==> src/rtl/gpio_irq_pkg.sv <==
`timescale 1ns/1ps
package gpio_irq_pkg;
  localparam int BUS_AW = 5;
  localparam int BUS_DW = 32;

  localparam logic [BUS_AW-1:0] OFS_CTRL    = 5'h00;
  localparam logic [BUS_AW-1:0] OFS_PEND    = 5'h04;
  localparam logic [BUS_AW-1:0] OFS_MASK    = 5'h08;
  localparam logic [BUS_AW-1:0] OFS_TYPE_HI = 5'h0C;
  localparam logic [BUS_AW-1:0] OFS_TYPE_LO = 5'h10;

  localparam int CTL_FLAG = 0;
  localparam int CTL_EN   = 1;
  localparam int CTL_SLOW = 2;

  localparam int PINS_PER_TYPE_WORD = 16;

  typedef enum logic [1:0] {
    TRIG_LVL_HI = 2'd0,
    TRIG_LVL_LO = 2'd1,
    TRIG_RISE   = 2'd2,
    TRIG_FALL   = 2'd3
  } trig_e;
endpackage

==> src/rtl/gpio_irq_tick.sv <==
`timescale 1ns/1ps
module gpio_irq_tick #(
  parameter int SLOW_DIV = 4
) (
  input  logic clk,
  input  logic rst,
  input  logic slow,
  output logic tick
);
  localparam int CW = (SLOW_DIV > 1) ? $clog2(SLOW_DIV) : 1;
  localparam logic [CW-1:0] LAST = CW'(SLOW_DIV - 1);

  logic [CW-1:0] cnt_q;

  always_ff @(posedge clk) begin
    if (rst) begin
      cnt_q <= '0;
    end else if (cnt_q == LAST) begin
      cnt_q <= '0;
    end else begin
      cnt_q <= cnt_q + 1'b1;
    end
  end

  assign tick = slow ? (cnt_q == '0) : 1'b1;
endmodule

==> src/rtl/gpio_irq_sync.sv <==
`timescale 1ns/1ps
module gpio_irq_sync #(
  parameter int NPINS = 32
) (
  input  logic             clk,
  input  logic             rst,
  input  logic             tick,
  input  logic [NPINS-1:0] din,
  output logic [NPINS-1:0] cur,
  output logic [NPINS-1:0] prv
);
  logic [NPINS-1:0] meta_q, stab_q, prv_q;

  always_ff @(posedge clk) begin
    if (rst) begin
      meta_q <= '0;
      stab_q <= '0;
      prv_q  <= '0;
    end else begin
      meta_q <= din;
      stab_q <= meta_q;
      if (tick) prv_q <= stab_q;
    end
  end

  assign cur = stab_q;
  assign prv = prv_q;
endmodule

==> src/rtl/gpio_irq_detect.sv <==
`timescale 1ns/1ps
module gpio_irq_detect
  import gpio_irq_pkg::*;
#(
  parameter int NPINS = 32
) (
  input  logic               tick,
  input  logic [NPINS-1:0]   cur,
  input  logic [NPINS-1:0]   prv,
  input  logic [2*NPINS-1:0] trig,
  output logic [NPINS-1:0]   evt
);
  for (genvar g = 0; g < NPINS; g++) begin : g_pin
    trig_e code;
    assign code = trig_e'(trig[2*g +: 2]);
    always_comb begin
      unique case (code)
        TRIG_LVL_HI: evt[g] = tick &  cur[g];
        TRIG_LVL_LO: evt[g] = tick & ~cur[g];
        TRIG_RISE:   evt[g] = tick &  cur[g] & ~prv[g];
        TRIG_FALL:   evt[g] = tick & ~cur[g] &  prv[g];
        default:     evt[g] = 1'b0;
      endcase
    end
  end
endmodule

==> src/rtl/gpio_irq_regs.sv <==
`timescale 1ns/1ps
module gpio_irq_regs
  import gpio_irq_pkg::*;
#(
  parameter int NPINS = 32
) (
  input  logic               clk,
  input  logic               rst,
  input  logic               bus_we,
  input  logic               bus_re,
  input  logic [BUS_AW-1:0]  bus_addr,
  input  logic [BUS_DW-1:0]  bus_wdata,
  input  logic [NPINS-1:0]   evt,
  output logic [NPINS-1:0]   pend,
  output logic [NPINS-1:0]   mask,
  output logic               en,
  output logic               slow,
  output logic               flag,
  output logic [2*NPINS-1:0] trig,
  output logic [BUS_DW-1:0]  rdata,
  output logic               irq
);
  localparam int HALF = PINS_PER_TYPE_WORD;

  logic [NPINS-1:0]      pend_q, mask_q;
  logic [NPINS-1:0][1:0] trig_q;
  logic                  en_q, slow_q, flag_q, irq_q;
  logic [BUS_DW-1:0]     rdata_q, rd_mux, type_lo_rd, type_hi_rd;
  logic                  wr_ctrl, wr_pend, wr_mask, wr_tlo, wr_thi, cond;
  logic [NPINS-1:0]      clr_bits;

  assign wr_ctrl  = bus_we && (bus_addr == OFS_CTRL);
  assign wr_pend  = bus_we && (bus_addr == OFS_PEND);
  assign wr_mask  = bus_we && (bus_addr == OFS_MASK);
  assign wr_tlo   = bus_we && (bus_addr == OFS_TYPE_LO);
  assign wr_thi   = bus_we && (bus_addr == OFS_TYPE_HI);
  assign clr_bits = wr_pend ? bus_wdata[NPINS-1:0] : '0;
  assign cond     = en_q && |(pend_q & mask_q);

  always_comb begin
    type_lo_rd = '0;
    type_hi_rd = '0;
    for (int i = 0; i < NPINS; i++) begin
      if (i < HALF) type_lo_rd[2*(i%HALF) +: 2] = trig_q[i];
      else          type_hi_rd[2*(i%HALF) +: 2] = trig_q[i];
    end
  end

  always_comb begin
    unique case (bus_addr)
      OFS_CTRL:    rd_mux = {29'd0, slow_q, en_q, flag_q};
      OFS_PEND:    rd_mux = BUS_DW'(pend_q);
      OFS_MASK:    rd_mux = BUS_DW'(mask_q);
      OFS_TYPE_HI: rd_mux = type_hi_rd;
      OFS_TYPE_LO: rd_mux = type_lo_rd;
      default:     rd_mux = '0;
    endcase
  end

  always_ff @(posedge clk) begin
    if (rst) begin
      pend_q  <= '0;
      mask_q  <= '0;
      trig_q  <= '0;
      en_q    <= 1'b0;
      slow_q  <= 1'b0;
      flag_q  <= 1'b0;
      irq_q   <= 1'b0;
      rdata_q <= '0;
    end else begin
      pend_q <= (pend_q & ~clr_bits) | evt;
      if (wr_mask) mask_q <= bus_wdata[NPINS-1:0];
      if (wr_ctrl) begin
        en_q   <= bus_wdata[CTL_EN];
        slow_q <= bus_wdata[CTL_SLOW];
      end
      flag_q <= cond | (flag_q & ~(wr_ctrl & bus_wdata[CTL_FLAG]));
      irq_q  <= cond;
      for (int i = 0; i < NPINS; i++) begin
        if (i < HALF) begin
          if (wr_tlo) trig_q[i] <= bus_wdata[2*(i%HALF) +: 2];
        end else begin
          if (wr_thi) trig_q[i] <= bus_wdata[2*(i%HALF) +: 2];
        end
      end
      if (bus_re) rdata_q <= rd_mux;
    end
  end

  assign pend  = pend_q;
  assign mask  = mask_q;
  assign en    = en_q;
  assign slow  = slow_q;
  assign flag  = flag_q;
  assign trig  = trig_q;
  assign rdata = rdata_q;
  assign irq   = irq_q;
endmodule

==> src/rtl/gpio_irq_port.sv <==
`timescale 1ns/1ps
module gpio_irq_port
  import gpio_irq_pkg::*;
#(
  parameter int NPINS    = 32,
  parameter int SLOW_DIV = 4
) (
  input  logic              clk,
  input  logic              rst,
  input  logic [NPINS-1:0]  pin_in,
  input  logic              bus_we,
  input  logic              bus_re,
  input  logic [BUS_AW-1:0] bus_addr,
  input  logic [BUS_DW-1:0] bus_wdata,
  output logic [BUS_DW-1:0] bus_rdata,
  output logic              irq_out
);
  logic               tick, slow, en, flag;
  logic [NPINS-1:0]   cur, prv, evt, pend, mask;
  logic [2*NPINS-1:0] trig;

  gpio_irq_tick #(.SLOW_DIV(SLOW_DIV)) u_tick (
    .clk(clk), .rst(rst), .slow(slow), .tick(tick)
  );

  gpio_irq_sync #(.NPINS(NPINS)) u_sync (
    .clk(clk), .rst(rst), .tick(tick), .din(pin_in), .cur(cur), .prv(prv)
  );

  gpio_irq_detect #(.NPINS(NPINS)) u_detect (
    .tick(tick), .cur(cur), .prv(prv), .trig(trig), .evt(evt)
  );

  gpio_irq_regs #(.NPINS(NPINS)) u_regs (
    .clk(clk), .rst(rst), .bus_we(bus_we), .bus_re(bus_re),
    .bus_addr(bus_addr), .bus_wdata(bus_wdata), .evt(evt),
    .pend(pend), .mask(mask), .en(en), .slow(slow), .flag(flag),
    .trig(trig), .rdata(bus_rdata), .irq(irq_out)
  );
endmodule

==> config.mk <==
export PLATFORM = sky130hd
export DESIGN_NAME = gpio_irq_port
export DESIGN_NICKNAME = d
export VERILOG_FILES = /design/src/rtl/gpio_irq_pkg.sv /design/src/rtl/gpio_irq_tick.sv /design/src/rtl/gpio_irq_sync.sv /design/src/rtl/gpio_irq_detect.sv /design/src/rtl/gpio_irq_regs.sv /design/src/rtl/gpio_irq_port.sv
export SDC_FILE = /design/constraint.sdc
export NUM_CORES = 1
export LEC_CHECK = 0
export ABC_AREA = 1
export ABC_CLOCK_PERIOD_IN_PS = 2200
export BUFFER_PORTS_ARGS = -buffer_cell sky130_fd_sc_hd__buf_2
export CAP_MARGIN = 20
export CORE_ASPECT_RATIO = 1.75
export CORE_UTILIZATION = 63
export DETAILED_ROUTE_END_ITERATION = 10
export PLACE_DENSITY = 0.84
export SYNTH_ARGS = -nofsm -noshare
export SYNTH_HDL_FRONTEND = slang
export SYNTH_SLANG_ARGS = --single-unit
==> constraint.sdc <==
create_clock -name clk -period 2.2 [get_ports clk]
set_input_delay 0.11 -clock clk [delete_from_list [all_inputs] [get_ports clk]]
set_output_delay 0.11 -clock clk [all_outputs]
set_load 0.03 [all_outputs]
# == Yosys cells after proc, flatten, opt, wreduce, memory -nomap -nowiden ==
# Cells that the tools add are included.
# word_totals
ff_bits,262
out_inout_bits,33
wordCells,422
# op_classes
eq_ne,101
n_addsub,1
muxes,35
n_bitwise,200
n_reduce_logical,42
# ops
op,count
32-bit one-hot mux with 5 select lines,1
1-bit bitwise AND,130
2-bit == test (second input constant),65
1-bit one-hot mux with 4 select lines,32
2-bit zero test,33
1-bit inverter,65
32-bit bitwise AND,2
2-bit by 1-bit == test with 1-bit output (second input constant),32
32-bit two-way mux,1
32-bit inverter,1
32-bit OR,1
32-bit OR reduction,1
5-bit by 4-bit == test with 1-bit output (second input constant),2
1-bit logical AND,6
5-bit by 3-bit == test with 1-bit output (second input constant),1
5-bit == test (second input constant),1
5-bit zero test,1
2-bit by 1-bit adder with 2-bit output (second input constant),1
2-bit OR reduction,1
1-bit two-way mux,1
1-bit OR,1

# == Depth between registers and ports, before layout ==
# logic_depth
word_depth,6
mapped_depth,9

# == Cells and area by module ==
# From an unflattened synthesis, not the netlist that was laid out.
# hier_totals
cells_unflattened,1636
area_unflattened_um2,11429.7
# by_module_without_submodules
mod,area_each_um2,seq_area_each_um2,cells_each,instances
gpio_irq_regs,6982.9,3283.1,960,1
gpio_irq_sync,3153.0,1921.8,402,1
gpio_irq_detect,1191.1,0.0,260,1
gpio_irq_tick,102.6,40.0,14,1

# == Worst setup path after synthesis ==
# No wires, ideal clock.
# synth_timing
kind,reg2reg
from,reg u_tick.cnt_q[0]
to,"reg u_sync.prv_q[21], in the netlist u_sync.prv[21]"
path_buffers,2
slack_ns,0.790
arrival_time_ns,1.282
path_stages_with_launch,7
period_less_slack_ns,1.410
cell_sequence,dfxtp_1 inv_1 ha_1 nor2_1 clkbuf_1 clkbuf_1 a21oi_1
# synth_via
elab_chain_len,2
# synth_lines
element,line,text
"start, declared",gpio_irq_tick.sv:13,logic [CW-1:0] cnt_q;
"start signal, assigned",gpio_irq_tick.sv:21,cnt_q <= cnt_q + 1'b1;
2-bit zero test,gpio_irq_tick.sv:25,assign tick = slow ? (cnt_q == '0) : 1'b1;
1-bit two-way mux,gpio_irq_tick.sv:25,
"end signal, assigned",gpio_irq_sync.sv:22,if (tick) prv_q <= stab_q;
"end, declared",gpio_irq_sync.sv:12,"logic [NPINS-1:0] meta_q, stab_q, prv_q;"
# Every way passes these cells.
# A chain may end at the register's enable or synchronous reset.

# == Worst setup path after layout ==
# layout_timing
from,reg u_tick.cnt_q[0]
to,"reg u_sync.prv_q[11], in the netlist u_sync.prv[11]"
# The elaborated chain is that of the path after synthesis.

==> results.md <==
* CP Max Fanout at 46
* Post-synth EDFFs at 0
* Area of the mapped netlist at 0.0106 mm2
* Die Ht at 174 um
* Post-synth top area cell: dfxtp_1
* Status: finished, final reports clean
* Final Critical Period at 1.72 ns
* Hold Path Class: input pin to register
* Seq/Total Area, Yosys at 49.5%
* # port buffers at 105
* Vias/cell at 5.90
* Slew @ Worst Pin at 1.05 ns
* FFs w/ async S/R, synth at 0%
* Die width at 100 um
* Setup violators final at 0
* Kind of critical path: register to register
* Relative slew slack at 30.0%
* First-pass GRT wire length at 49200 um
* Critical path arrival at 2.18 ns
* Cell variety after synth at 29
* DR iter-0 viols at 828
* Mapped Cells at 1432
* Initial Util at 64.4%
* CTS Sinks at 262
* RSZ-0062 raised after global routing: false
* GRT overflow at 0
* #FFs+latches synth at 262
* DRC at 0
* VDD IR max at 0.744 mV
* Largest net degree at the start of global routing at 133
* Setup Skew at 0.0196 ns
* Skew-Pair Late Insertion Delay at 0.52 ns
* Commonest cells after routing, fill and taps aside: dfxtp_1, nor2_1, nand2_1
* Die area at 0.0174 mm2
* Reg area at 0.00525 mm2
* Layout area overhead at 19.3%
* YS warnings at 0
* Detail Route Antenna Nets at 0
* Root Buffer: clkbuf_16
* PD cells at 777 mW/mm2
* Final hold slack at 0.0199 ns
* Synth top area share at 49.5%
* CTS Buffer Depth at 3
* I/O Pins at 106
* Mapped Nets at 1507
* Final hold violation count at 0
* Synth Flop Type: dfxtp_1
* Post-route clock period utilization at 78.3%
* Routability cong. at 0.890
* Layout cells sized above 1 at 11.4%
* Required time worst endpoint at 2.65 ns
* Max-Cap Viols at 0
* Setup crit start kind: register
* CTS tree: done
* Rows at 62
* Pwr Total at 9.82 mW
* Post-DP HPWL at 19100 um
* Resized cells post-CTS at 0
* Max-slew violation count at 0
* Cts bufs inserted at 23
* TNS Setup at 0 ns
* Initial antenna violation count at 1
* H-tree levels at 1
* Leakage at 5.07 nW
* Multi-input logic area at 0.00436 mm2
* Synth Area per Inst at 7.40 um2
* Worst-path clk slew at 0.07 ns
* DR vias at 10600
* Router iterations before antenna repair at 7
* Post-Layout Cell Count at 1789
* Most common cell after layout, fill and taps aside: dfxtp_1
* Number of global-route vias before repair at 10100
* Post-placement cell area at 0.0112 mm2
* Final net count at 1623
* Core Region at 0.0164 mm2
* DR WL/cell at 17.4 um
* Final WL at 31100 um
* Placed Cells at 1683
* Final instance area at 0.0126 mm2
* Total track usage at 35.8%
* Fmax at 581 MHz
* Crit end category: register
* Filler cells at 1265
* Synth area leaders: dfxtp_1, a21oi_1, nor2_1, nand2_1, o21ai_0
==> stage by stage <==
step           util, %  worst slack [ns]
3_3_place_gp      68.2             0.475
5_1_grt           76.9             0.395
3_5_place_dp      68.2             0.445
6_report          76.9             0.478
4_1_cts           76.9             0.504
2_1_floorplan        -             0.790
==> synth_stat cells (all sizes together) (2+ instances only) <==
library cell / count
a21oi: 163
nand2: 169
o21bai: 3
nand3: 55
inv: 158
buf: 33
o21ai: 219
a31oi: 16
o31ai: 16
nand4: 74
ha: 2
clkbuf: 63
dfxtp: 262
nor2: 191
==> flip-flops by register name (all words and copies together), names as in the netlist, 2 cells and up <==
signal,flops
u_sync.prv,32
u_regs.pend,32
u_tick.cnt_q,2
u_regs.mask,32
u_sync.cur,32
u_regs.trig,64
u_sync.meta_q,32
u_regs.rdata,32
==> final timing paths <==
check                                from                           to  slack (ns)  depth (start not counted)
max            u_tick.cnt_q[0]$_SDFF_PP0_  u_sync.prv[11]$_SDFFE_PP0N_        0.48                          6
min                                bus_we     u_regs.slow$_SDFFE_PP0N_        0.02                          3
max reg2reg    u_tick.cnt_q[0]$_SDFF_PP0_  u_sync.prv[11]$_SDFFE_PP0N_        0.48                          6
min reg2reg  u_sync.meta_q[18]$_SDFF_PP0_    u_sync.cur[18]$_SDFF_PP0_        0.39                          2
==> where the power goes <==
part           internal, mW  total (mW)  switching, mW
clock                  2.40        4.16           1.77
combinational         0.264       0.675          0.411
sequential             4.88        4.98          0.100
total                  7.55        9.82           2.28
==> critical path, cell delays in order, from the launching register on <==
cell	delay, ns
dfxtp_1	0.35
inv_1	0.05
ha_1	0.20
nor2_2	0.17
buf_4	0.50
o21ai_0	0.23
nor2_1	0.15
==> area by class of cell <==
class	count	area share, %
Timing Repair Buffer	187	10.9
Inverter	159	4.72
Clock buffer	32	5.37
Clock inverter	9	0.831
Sequential cell	262	41.5
Antenna cell	1	0.0198
Tap cell	224	2.22
Multi-Input combinational cell	915	34.5
==> per-layer routing <==
metal	part of all wire [%]	wire [um]	global-route usage, %
met1	35	11000	39.7
met2	50	15400	61.8
met3	8.6	2670	5.16
met4	6.5	2020	25.1
met5	0	0	0
==> cells by family (layout without fill, tap and decap cells) <==
group / after synthesis / after routing / synth area share [%]
AO/OA/AOI/OAI: 420 / 420 / 20.6
adder cells (fa/ha/maj): 2 / 2 / 0.236
AND/OR/NAND/NOR: 493 / 493 / 20.2
other: 0 / 1 / 0
buffers and inverters: 255 / 387 / 9.52
flip-flops: 262 / 262 / 49.5
==> what timing repair did <==
action,4_1_cts,5_1_grt
hold buffers,64,0
buffers inserted,0,0
hold endpoints to repair,161,0
(Power assumes the default switching activity.)
